<file path="config.mk">
export PLATFORM = sky130hd
export DESIGN_NAME = codec_regif
export DESIGN_NICKNAME = d
export VERILOG_FILES = /design/src/rtl/codec_regif_pkg.sv /design/src/rtl/codec_idx_sel.sv /design/src/rtl/codec_wr_shaper.sv /design/src/rtl/codec_reg_bank.sv /design/src/rtl/codec_regif.sv
export SDC_FILE = /design/constraint.sdc
export NUM_CORES = 1
export LEC_CHECK = 0
export BUFFER_PORTS_ARGS = -buffer_cell sky130_fd_sc_hd__buf_2
export CORE_MARGIN = 2
export CORE_UTILIZATION = 55
export CTS_BUF_LIST = sky130_fd_sc_hd__clkbuf_4
export CTS_CLUSTER_SIZE = 20
export DETAILED_ROUTE_END_ITERATION = 16
export PLACE_DENSITY = 0.72
export SYNTH_ARGS = -nofsm -noshare
export SYNTH_HDL_FRONTEND = slang
export SYNTH_SLANG_ARGS = --single-unit
</file>
<file path="constraint.sdc">
create_clock -name clk -period 5.99 [get_ports clk]
set_input_delay 1.4975 -clock clk [delete_from_list [all_inputs] [get_ports clk]]
set_output_delay 1.4975 -clock clk [all_outputs]
set_load 0.02 [all_outputs]
</file>
<file path="src/rtl/codec_regif_pkg.sv">
package codec_regif_pkg;

    localparam int DW      = 8;
    localparam int NREG    = 32;
    localparam int IDX_W   = $clog2(NREG);

    typedef enum logic [1:0] {
        PORT_PTR    = 2'd0,
        PORT_WIN    = 2'd1,
        PORT_STATUS = 2'd2,
        PORT_PIO    = 2'd3
    } port_e;

    // indirect register numbers with special behaviour
    localparam int REG_FMT     = 8;
    localparam int REG_IFCFG   = 9;
    localparam int REG_ERRSTAT = 11;
    localparam int REG_MODE    = 12;
    localparam int REG_ALTSTAT = 24;

    // bit positions
    localparam int PTR_CHG_BIT  = 6;
    localparam int MODE_WIDE_BIT = 6;
    localparam int IFCFG_RSV_BIT = 5;
    localparam int ALT_PCHG_BIT  = 0;
    localparam int ALT_PB_BIT    = 4;
    localparam int ALT_CAP_BIT   = 5;
    localparam int ALT_TMR_BIT   = 6;
    localparam int STAT_INT_BIT  = 0;

    localparam logic [DW-1:0] PTR_RESET = 8'h40;

    typedef struct packed {
        logic             we;
        logic [IDX_W-1:0] idx;
        logic [DW-1:0]    val;
        logic             pb_drop;
    } wr_req_t;

    function automatic logic [DW-1:0] reg_reset_value(input int unsigned n);
        case (n)
            2, 3, 4, 5, 18, 19: reg_reset_value = 8'h88;
            6, 7:               reg_reset_value = 8'h80;
            9:                  reg_reset_value = 8'h08;
            12:                 reg_reset_value = 8'h8A;
            25, 26:             reg_reset_value = 8'hA0;
            default:            reg_reset_value = 8'h00;
        endcase
    endfunction

    function automatic logic reg_is_reserved(input int unsigned n);
        reg_is_reserved = (n == 22) || (n == 27) || (n == 29);
    endfunction

endpackage

</file>
<file path="src/rtl/codec_idx_sel.sv">
module codec_idx_sel
    import codec_regif_pkg::*;
#(
    parameter int NARROW_W = 4
) (
    input  logic [DW-1:0]    ptr,
    input  logic             wide,
    output logic [IDX_W-1:0] idx
);
    localparam logic [IDX_W-1:0] NARROW_MASK = IDX_W'((1 << NARROW_W) - 1);

    always_comb begin
        if (wide)
            idx = ptr[IDX_W-1:0];
        else
            idx = ptr[IDX_W-1:0] & NARROW_MASK;
    end
endmodule

</file>
<file path="src/rtl/codec_wr_shaper.sv">
module codec_wr_shaper
    import codec_regif_pkg::*;
(
    input  logic             win_wr,
    input  logic [IDX_W-1:0] idx,
    input  logic [DW-1:0]    wdata,
    input  logic [DW-1:0]    cur,
    input  logic             chg_en,
    input  logic             pchg_en,
    output wr_req_t          req
);
    always_comb begin
        req.idx     = idx;
        req.val     = wdata;
        req.we      = win_wr;
        req.pb_drop = 1'b0;
        if (reg_is_reserved(32'(idx))) begin
            req.we = 1'b0;
        end else begin
            case (32'(idx))
                REG_FMT: begin
                    if (chg_en)
                        req.val = wdata;
                    else if (pchg_en)
                        req.val = {wdata[7:4], cur[3:0]};
                    else
                        req.we = 1'b0;
                end
                REG_IFCFG:   req.val[IFCFG_RSV_BIT] = 1'b0;
                REG_ERRSTAT: req.we = 1'b0;
                REG_MODE: begin
                    req.val = cur;
                    req.val[MODE_WIDE_BIT] = wdata[MODE_WIDE_BIT];
                end
                REG_ALTSTAT:
                    req.pb_drop = win_wr && cur[ALT_PB_BIT] && !wdata[ALT_PB_BIT];
                default: ;
            endcase
        end
    end
endmodule

</file>
<file path="src/rtl/codec_reg_bank.sv">
module codec_reg_bank
    import codec_regif_pkg::*;
(
    input  logic             clk,
    input  logic             rst,
    input  wr_req_t          req,
    input  logic             ack_clr,
    input  logic             pb_set,
    input  logic [IDX_W-1:0] rd_idx,
    output logic [DW-1:0]    rd_val,
    output logic [DW-1:0]    fmt,
    output logic             wide,
    output logic             pchg_en
);
    logic [DW-1:0] regs [NREG];

    for (genvar g = 0; g < NREG; g++) begin : g_reg
        localparam logic [DW-1:0] RV = reg_reset_value(g);
        logic hit;
        assign hit = req.we && (req.idx == IDX_W'(g));
        if (g == REG_ALTSTAT) begin : g_alt
            logic [DW-1:0] nxt;
            always_comb begin
                nxt = hit ? req.val : regs[g];
                if (ack_clr) begin
                    nxt[ALT_PB_BIT]  = 1'b0;
                    nxt[ALT_CAP_BIT] = 1'b0;
                    nxt[ALT_TMR_BIT] = 1'b0;
                end
                if (pb_set)
                    nxt[ALT_PB_BIT] = 1'b1;
            end
            always_ff @(posedge clk) begin
                if (rst) regs[g] <= RV;
                else     regs[g] <= nxt;
            end
        end else if (reg_is_reserved(g)) begin : g_rsv
            always_ff @(posedge clk) regs[g] <= '0;
        end else begin : g_plain
            always_ff @(posedge clk) begin
                if (rst)      regs[g] <= RV;
                else if (hit) regs[g] <= req.val;
            end
        end
    end

    assign rd_val  = regs[rd_idx];
    assign fmt     = regs[REG_FMT];
    assign wide    = regs[REG_MODE][MODE_WIDE_BIT];
    assign pchg_en = regs[REG_ALTSTAT][ALT_PCHG_BIT];

    p_errstat_ro_r8: assert property (@(posedge clk) disable iff (rst)
        $stable(regs[REG_ERRSTAT]));
    p_reserved_zero_r10: assert property (@(posedge clk) disable iff (rst)
        regs[22] == '0 && regs[27] == '0 && regs[29] == '0);
    p_mode_fixed_r9: assert property (@(posedge clk) disable iff (rst)
        (regs[REG_MODE] & 8'hBF) == 8'h8A);
    p_ifcfg_rsv_r7: assert property (@(posedge clk) disable iff (rst)
        !regs[REG_IFCFG][IFCFG_RSV_BIT]);
    p_pb_set_r11: assert property (@(posedge clk) disable iff (rst)
        pb_set |=> regs[REG_ALTSTAT][ALT_PB_BIT]);
endmodule

</file>
<file path="src/rtl/codec_regif.sv">
module codec_regif
    import codec_regif_pkg::*;
(
    input  logic       clk,
    input  logic       rst,
    input  logic       bus_wr,
    input  logic [1:0] bus_addr,
    input  logic [7:0] bus_wdata,
    output logic [7:0] bus_rdata,
    input  logic       pb_done,
    output logic [7:0] fmt_out,
    output logic       irq
);
    logic [DW-1:0]    ptr_q;
    logic             int_q, int_d, irq_q;
    logic [IDX_W-1:0] idx;
    logic             wide, pchg_en;
    logic [DW-1:0]    cur_val;
    wr_req_t          req;
    logic             ptr_wr, win_wr, stat_wr, int_clr;

    assign ptr_wr  = bus_wr && (port_e'(bus_addr) == PORT_PTR);
    assign win_wr  = bus_wr && (port_e'(bus_addr) == PORT_WIN);
    assign stat_wr = bus_wr && (port_e'(bus_addr) == PORT_STATUS);

    codec_idx_sel #(.NARROW_W(4)) u_idx (
        .ptr  (ptr_q),
        .wide (wide),
        .idx  (idx)
    );

    codec_wr_shaper u_shape (
        .win_wr  (win_wr),
        .idx     (idx),
        .wdata   (bus_wdata),
        .cur     (cur_val),
        .chg_en  (ptr_q[PTR_CHG_BIT]),
        .pchg_en (pchg_en),
        .req     (req)
    );

    codec_reg_bank u_bank (
        .clk     (clk),
        .rst     (rst),
        .req     (req),
        .ack_clr (stat_wr),
        .pb_set  (pb_done),
        .rd_idx  (idx),
        .rd_val  (cur_val),
        .fmt     (fmt_out),
        .wide    (wide),
        .pchg_en (pchg_en)
    );

    always_ff @(posedge clk) begin
        if (rst)         ptr_q <= PTR_RESET;
        else if (ptr_wr) ptr_q <= {1'b0, bus_wdata[DW-2:0]};
    end

    assign int_clr = stat_wr || req.pb_drop;

    always_comb begin
        int_d = int_q;
        if (int_clr) int_d = 1'b0;
        if (pb_done) int_d = 1'b1;
    end

    always_ff @(posedge clk) begin
        if (rst) begin
            int_q <= 1'b0;
            irq_q <= 1'b0;
        end else begin
            int_q <= int_d;
            irq_q <= int_d;
        end
    end
    assign irq = irq_q;

    always_comb begin
        case (port_e'(bus_addr))
            PORT_PTR:    bus_rdata = {1'b0, ptr_q[DW-2:0]};
            PORT_WIN:    bus_rdata = cur_val;
            PORT_STATUS: begin
                bus_rdata = '0;
                bus_rdata[STAT_INT_BIT] = int_q;
            end
            default:     bus_rdata = '0;
        endcase
    end

    p_irq_tracks_int_r11: assert property (@(posedge clk) disable iff (rst)
        irq == int_q);
    p_ptr_msb_zero_r2: assert property (@(posedge clk) disable iff (rst)
        (bus_addr == 2'd0) |-> !bus_rdata[7]);
    p_set_wins_r13: assert property (@(posedge clk) disable iff (rst)
        pb_done |=> irq);
    p_ack_clears_r11: assert property (@(posedge clk) disable iff (rst)
        (stat_wr && !pb_done) |=> !irq);
    p_fmt_locked_r6: assert property (@(posedge clk) disable iff (rst)
        (win_wr && idx == IDX_W'(REG_FMT) && !ptr_q[PTR_CHG_BIT] && !pchg_en)
        |=> $stable(fmt_out));
endmodule

</file>
# [Word level (Yosys, flattened, before mapping)]
# Memory sizes are Yosys's and may differ from the RTL's.
# Index checks and enable logic that the tools add are counted.
[op_classes] n_eq_ne=33 muxes=134 bitwise=29 reduce_logical=41
[ops] op="$mux W8" n=30
[ops] op="$mux W1" n=94
[ops] op="$eq A5 B5 Y1 const B" n=16
[ops] op="$eq A5 B4 Y1 const B" n=8
[ops] op="$logic_and A1 B1 Y1" n=34
[ops] op="$or A1 B1 Y1" n=29
[ops] op="$pmux W8 S3" n=1
[ops] op="$eq A5 B3 Y1 const B" n=4
[ops] op="$eq A5 B2 Y1 const B" n=2
[ops] op="$pmux W5 S2" n=1
[ops] op="$mux W9" n=1
[ops] op="$mux W4" n=2
[ops] op="$eq A5 B1 Y1 const B" n=1
[ops] op="$logic_not A5 Y1" n=1
[ops] op="$mux W5" n=1
[ops] op="$pmux W2 S2" n=1
[ops] op="$logic_or A1 B1 Y1" n=3
[ops] op="$mux W3" n=1
[ops] op="$pmux W1 S3" n=1
[ops] op="$eq A2 B1 Y1 const B" n=1
[ops] op="$eq A2 B2 Y1 const B" n=1
[ops] op="$logic_not A2 Y1" n=1
[ops] op="$pmux W1 S2" n=1
[ops] op="$reduce_bool A2 Y1" n=1
[ops] op="$logic_not A1 Y1" n=1
[word_totals] reg_bits=8 ram_bits=256 input_bits=14 output_inout_bits=17 elab_cells=240 mem_count=1
[mem_list] memory="u_bank.regs" words=32 width=8 rd=4 rd_clocked_by_memory_dff=0 wr=32 line="codec_reg_bank.sv:15" rtl="logic [DW-1:0] regs [NREG];"

# [Depth between registers and ports, before layout]
# Gate-level depths: netlist of run 1.
[logic_depth] depth_word=11 ltp_mapped=11 depth_no_buf=6

# [Hierarchy]
# A second synthesis of run 1 with hierarchy kept.
[unflattened] cells_unflattened=933 area_unflattened_um2=12070.3
[by_module_without_submodules] mod="codec_reg_bank" n_inst=1 cells_each=837 area_each_um2=11247.0 seq_area_each_um2=6886.6
[by_module_without_submodules] mod="codec_regif" n_inst=1 cells_each=56 area_each_um2=518.0 seq_area_each_um2=160.2
[by_module_without_submodules] mod="codec_wr_shaper" n_inst=1 cells_each=35 area_each_um2=269.0 seq_area_each_um2=0.0
[by_module_without_submodules] mod="codec_idx_sel" n_inst=1 cells_each=5 area_each_um2=36.3 seq_area_each_um2=0.0

# [Least setup slack after synthesis of run 1]
# Ideal clock, no wire load.
[synth_timing] path_kind="input-to-output" from="input port bus_addr[0]" to="output port bus_rdata[6]" t_arrival_ns=2.539 required_ns=4.493 setup_slack_ns=1.953 stages=4 path_cell_list="clkbuf_1 nor2_1 a311o_1 a41oi_1"
[synth_via] elab_chain_cells=2 word_cells_on_any_way=4 classes_between="2 x eq/ne; 1 x mux; 1 x reduce/logical"
[synth_lines] item="start, declared" line="codec_regif.sv:7" rtl="input logic [1:0] bus_addr,"
[synth_lines] item="$eq A2 B2 Y1 (tied with other cells)" line="codec_regif.sv:80" rtl="case (port_e'(bus_addr))"
[synth_lines] item="$pmux W8 S3 *" line="codec_regif.sv:80"
[synth_lines] item="end, declared" line="codec_regif.sv:9" rtl="output logic [7:0] bus_rdata,"
# Mark *: on every way between the ends. The rest lies on a longest branch, timed or not.

# [Final worst setup path of run 1]
[layout_timing] from="register ptr_q[3]" to="output port bus_rdata[5]"
[layout_via] elab_chain_cells=3
[layout_lines] item="start, declared" line="codec_regif.sv:14" rtl="logic [DW-1:0] ptr_q;"
[layout_lines] item="start signal, assigned" line="codec_regif.sv:57" rtl="else if (ptr_wr) ptr_q <= {1'b0, bus_wdata[DW-2:0]};"
[layout_lines] item="$mux W5" line="codec_idx_sel.sv:13" rtl="if (wide)"
[layout_lines] item="$mem_v2 Z32 W8"
[layout_lines] item="$pmux W8 S3" line="codec_regif.sv:80"
# Every way passes these cells.

==> summary.md, run 1 <==
| Metric | Value |
|---|---|
| Slew Viols, Final | 0 |
| First-pass GRT wire length | 48,290 um |
| Arr. time, crit path | 3.57 ns |
| Min-delay worst type | reg2reg |
| Final Hold Vio Count | 0 |
| Routability congestion estimate | 0.9788 |
| WP data required | 4.49 ns |
| CTS Buffer Depth | 3 |
| WL per Instance | 24.48 um |
| Via/cell ratio | 6.188 |
| Drc violations | 0 |
| DRT antenna net count | 0 |
| Die area | 0.02192 mm2 |
| Fillcell total | 1,689 |
| Post-cts sizing count | 0 |
| Post-CTS Setup Bufs | 0 |
| Row count | 52 |
| Synth Area per Inst | 12.05 um2 |
| Starting density of the core | 56.23% |
| Critical R2R Capture | u_bank.regs[18][5] |
| Tightest Pin Transition | 1.236 ns |
| Startpoint types | register |
| Fin crit period | 5.070 ns |
| WHS Endpoint | u_bank.regs[24][6] |
| Post-layout net count | 1,015 |
| Crit share post-route | 84.65% |
| Share of cells above drive strength 1 | 19.33% |
| Core Area | 0.02030 mm2 |
| Seq/Total Area, Yosys | 61.74% |
| GR Util All Layers | 29.90% |
| # setup viols final | 0 |
| Vias after detailed routing | 8,143 |
| Clock Latency Late Sink | 0.69 ns |
| Routed wire length | 32,220 um |
| CTS sink count | 240 |
| Initial DRC Count | 910 |
| Synth Cell Area | 0.01141 mm2 |
| Pwr dens | 287.1 mW/mm2 |
| Cells after Synth | 947 |
| Status | complete, no violations |
| CTS H-tree depth | 2 |
| Hold depth | 2 |
| DPL Wire Length | 21,530 um |
| RR Startpoint | ptr_q[3] |
| Clock-pin transition on the worst setup and hold timing paths | 0.07 ns |
| Synthesis Warnings | 0 |
| Synth Register Bits | 240 |
| Synth cell types | 66 |
| Die width | 148.1 um |
| Dominant synthesized flop cell | edfxtp_1 |
| Worst Setup SP | ptr_q[3] |
| Initial antenna violation count | 1 |
| Hold_sp | u_bank.regs[24][6] |
| CP endpoint kind | output pin |
| Leakage | 4.472 nW |
| Largest net degree at the start of global routing | 52 |
| CTS hold repair buffers | 0 |
| Die height | 148.1 um |
| Final clock skew | 0.03428 ns |
| Hold slack | 0.4898 ns |
| Peak Freq | 197.2 MHz |
| Async S/R FF share, synth | 0% |
| R2R Setup Slk | 1.70 ns |
| 1st-pass router iterations | 7 |
| Peak supply drop | 129.9 uV |
| Area Overhead vs Synth | 9.428% |
| Num CTS Buffers | 61 |
| Number of flops mapped to enable cells by yosys | 224 |
| Setup TNS | 0 ns |
| Total gr overflow | 0 |
| R2R depth | 6 |
| RSZ-0062 raised after global routing | false |
| Max_slew headroom | 15.86% |
| Worst setup path class | reg2out |
| Critical path fanouts, max | 19 |
| Maximum Capacitance Violations | 0 |
| CTS tree | built |
| Root buffer cell | clkbuf_4 |
| # port buffers | 30 |
| Number of global-route vias before repair | 7,945 |
| Ports | 31 |
stage by stage:
stage / util [%] / setup WS, ns / instances / power [W] / instance area [um2]
2_1_floorplan: - / 1.953 / 955 / 0.002101 / 11440
3_3_place_gp: 57.57 / 1.766 / 1208 / 0.002195 / 11690
3_5_place_dp: 57.57 / 1.731 / 1208 / 0.002198 / 11690
4_1_cts: 61.51 / 1.035 / 1315 / 0.003597 / 12490
5_1_grt: 61.53 / 0.8319 / 1316 / 0.003700 / 12490
6_report: 61.53 / 0.9195 / 1316 / 0.003585 / 12490
layer usage:
layer	wire length, um	global-route usage (%)	part of all wire, %	up-vias
met5	0	0	0	-
met2	14870	45.46	46	512
met3	3948	8.865	12	87
li1	-	-	-	3566
met1	12420	41.59	39	3978
met4	975	10.48	3.0	0
critical path, stage by stage (launching register included):
cell and delay (ns):
dfxtp_1 0.89, nand2b_1 0.30, nor2_1 0.63, a221oi_1 0.17, o211ai_1 0.15, a221oi_1 0.07, o32ai_1 0.43, buf_2 0.25
synthesized netlist by cell type (10+ instances only):
library cell / number / area share, %
edfxtp_1: 224 / 59
nand3_1: 16 / 0.70
nor2_1: 233 / 7.7
nand2_1: 127 / 4.2
buf_2: 26 / 1.1
clkbuf_1: 17 / 0.56
mux4_2: 26 / 5.1
dfxtp_1: 16 / 2.8
and2_1: 14 / 0.77
o21ai_0: 11 / 0.48
nand2b_1: 11 / 0.60
a21oi_1: 19 / 0.83
a22oi_1: 21 / 1.4
mux2_2: 10 / 0.99
mux2i_1: 48 / 4.2
buf_6: 15 / 1.5
layout make-up:
cell class,count,area (um2),area share [%]
well taps,270,337.8,2.705
clock inverters,16,117.6,0.9417
clock buffers,91,683.2,5.470
multi-input cells,644,3969,31.78
inverters,4,15.01,0.1202
repair buffers,50,312.8,2.505
flip-flops and latches,240,7052,56.46
diodes,1,2.502,0.02004
registers in the layout, indices dropped and copies added (netlist names):
register and cells:
u_bank.regs 232, ptr_q 7, irq 1
cells in the final DEF, fill, tap and decap left out, types with 3 or more instances in the layout:
master / count
buf_2: 30
nand2b_1: 11
mux2_2: 10
o21a_1: 6
clkinv_2: 4
conb_1: 9
and2_1: 14
nand2_1: 127
mux4_2: 26
clkbuf_4: 91
a21oi_1: 19
a211oi_1: 6
mux2i_1: 48
inv_2: 3
nor3_1: 5
and3_1: 4
o211ai_1: 6
inv_1: 3
a32o_1: 5
a221oi_1: 6
clkinv_1: 8
nor2_1: 233
buf_4: 19
edfxtp_1: 224
nand3_1: 16
nor2b_1: 9
a22oi_1: 21
o21ai_0: 11
nor3b_1: 4
dfxtp_1: 14
how the worst max path moves through the flow:
stage | end | slack [ns] | depth (start not counted)
after global routing | bus_rdata[5] | 0.83 | 7
after global placement | bus_rdata[6] | 1.77 | 6
after detailed placement | bus_rdata[5] | 1.73 | 7
after floorplan | bus_rdata[6] | 1.95 | 4
after CTS | bus_rdata[5] | 1.04 | 7
final | bus_rdata[5] | 0.92 | 7
kinds of logic after synthesis:
logic type	after synthesis	synth area share [%]
AOI/OAI and AO/OA	111	7.312
muxes	85	10.52
buffers and inverters	71	3.870
other	1	0.03286
xor gates and xnor gates	1	0.07675
DFF	240	61.74
and+or+nand+nor	438	16.44
where the power goes:
| group | leakage, nW | total, W | switching (W) | internal, W |
|---|---|---|---|---|
| Sequential | 2.36 | 0.00191 | 0.0000287 | 0.00188 |
| Combinational | 1.63 | 0.000259 | 0.000184 | 0.0000751 |
| Clock | 0.484 | 0.00142 | 0.000637 | 0.000778 |
| Total | 4.47 | 0.00359 | 0.000850 | 0.00274 |
No activity file was read; power rests on OpenSTA's default activity.
==> run 2: changes to the inputs <==
==> constraint.sdc (replaced) <==
create_clock -name clk -period 5 [get_ports clk]
set_input_delay 1.25 -clock clk [delete_from_list [all_inputs] [get_ports clk]]
set_output_delay 1.25 -clock clk [all_outputs]
set_load 0.02 [all_outputs]
==> run 2 against run 1 <==
Compared with the run above:
- non-clock buffer count grew 5
- utilization shrank 0.062 points
- setup slack lost 0.71 ns
==> summary.md, run 2 (synthesized netlist as in run 1, its figures left out) <==
| Metric | Value |
|---|---|
| Status | complete, no violations |
| Post-layout net count | 1,018 |
| WP data required | 3.75 ns |
| DPL Wire Length | 21,960 um |
| Fin util | 61.46% |
| Die height | 148.1 um |
| Root buffer cell | clkbuf_4 |
| Crit share post-route | 95.88% |
| Area Overhead vs Synth | 9.318% |
| Commonest non-fill, non-tap cell in the layout | nor2_1 |
| Slowest cell on the critical path | nor2_1 |
| Startpoint types | register |
| CTS sink count | 240 |
| Post-route setup slack | 0.2062 ns |
| Crit-path most repeated cell | o21ai_0 |
| Largest stage delay on the critical path | 0.94 ns |
| Fin crit period | 4.794 ns |
| 1st-pass router iterations | 7 |
| CP endpoint kind | output pin |
| CTS hold repair buffers | 0 |
| Starting density of the core | 56.23% |
| Share of cells above drive strength 1 | 19.26% |
| Pre-CTS setup slack | 0.7553 ns |
| Final clock skew | 0.04156 ns |
| Initial DRC Count | 1,130 |
| Min-delay worst type | reg2reg |
| Critical path buffer and inverter count | 1 |
| First-pass GRT wire length | 50,000 um |
| RSZ-0062 raised after global routing | false |
| Maximum Capacitance Violations | 0 |
| Drc violations | 0 |
| Number of flip-flops under the largest register name | 232 |
| Hold_sp | u_bank.regs[24][6] |
| Crit-path leading delay family | compound AO/OA/AOI/OAI gates |
| # setup viols final | 0 |
| Via/cell ratio | 6.282 |
| Num CTS Buffers | 59 |
| DRT antenna net count | 0 |
| Tightest Pin Transition | 1.116 ns |
| Vias after detailed routing | 8,323 |
| Post-CTS Setup Bufs | 0 |
| Commonest non-fill, non-tap cells in the layout | 233 x nor2_1, 224 x edfxtp_1, 127 x nand2_1 |
| Critical path fanouts, max | 46 |
| GR Util All Layers | 30.74% |
| CP Cell Sequence | nor2_1, a22oi_1, a211oi_1, o21ai_0, o21ai_0, buf_2 |
| Initial antenna violation count | 2 |
| Clock Latency Late Sink | 0.71 ns |
| R2R depth | 6 |
| R2R Setup Slk | 1.13 ns |
| Hold slack | 0.4872 ns |
| CTS tree | built |
| WHS Endpoint | u_bank.regs[24][6] |
| Routed wire length | 33,020 um |
| Routability congestion estimate | 1.024 |
| # port buffers | 30 |
| Total gr overflow | 0 |
| Ports | 31 |
| Final Hold Vio Count | 0 |
| Leakage | 4.458 nW |
| Number of global-route vias before repair | 8,146 |
| Total Power | 0.004215 W |
| Setup TNS | 0 ns |
| Slew Viols, Final | 0 |
| RR Startpoint | ptr_q[2] |
| Max_slew headroom | 25.32% |
| CTS H-tree depth | 2 |
| Top reg by flops | u_bank.regs |
| Die width | 148.1 um |
| Clock-pin transition on the worst setup and hold timing paths | 0.07 ns |
| Pwr dens | 337.8 mW/mm2 |
| Die area | 0.02192 mm2 |
| Row count | 52 |
| Peak supply drop | 156.6 uV |
| Largest net degree at the start of global routing | 47 |
| CTS Buffer Depth | 3 |
| WL per Instance | 24.92 um |
| Arr. time, crit path | 3.54 ns |
| Critical R2R Capture | u_bank.regs[8][1] |
| Worst setup path class | reg2out |
| Core Area | 0.02030 mm2 |
| Hold depth | 2 |
| Peak Freq | 208.6 MHz |
==> run 2: area by class of cell <==
class	count	area, um2
fill	1641	7823
sequential	240	7052
multi-input combinational	644	3974
clock buffer	87	653.1
tap	270	337.8
timing repair buffer	55	335.3
clock inverter	24	107.6
inverter	4	15.01
antenna	1	2.502
==> run 2: stage by stage <==
stage               std cells  instance area (um2)
CTS                      1323                12470
floorplan                 955                11440
detailed placement       1212                11700
finish                   1325                12480
global route             1325                12480
global placement         1212                11700
==> run 2: how the worst max path moves through the flow <==
stage                     cells past startpoint      endpoint        start
after floorplan                               4  bus_rdata[6]  bus_addr[0]
after global placement                        7  bus_rdata[3]     ptr_q[0]
after detailed placement                      8  bus_rdata[3]     ptr_q[3]
after CTS                                     7  bus_rdata[3]     ptr_q[0]
after global routing                          8  bus_rdata[1]     ptr_q[2]
final                                         6  bus_rdata[0]     ptr_q[1]
==> run 2: repair_timing <==
action | in CTS | in global routing
endpoints found under the setup margin | 1 | 1
endpoints found under the hold margin | 0 | 0
resized for setup | 1 | 1
==> run 2: report_power, final <==
part           switching [W]  total (W)  internal, W  leakage [nW]
Clock               0.000806    0.00161     0.000805         0.449
Sequential         0.0000339    0.00229      0.00225          2.36
Combinational       0.000225   0.000316    0.0000911          1.65
==> run 2: worst min-delay path: cells and delay by family, from the launching register on <==
kind,cells,cell delay (ns)
AOI/OAI and AO/OA,1,0.06
DFF,1,0.33
and+or+nand+nor,1,0.06
==> run 2: metal layers <==
layer  up-vias  part of all wire, %  GRT usage, %
met5         -                    0             0
met4         0                  3.4         12.05
met3        94                   12         7.577
met2       571                   45         45.81
met1      4082                   39         44.10
li1       3576                    -             -
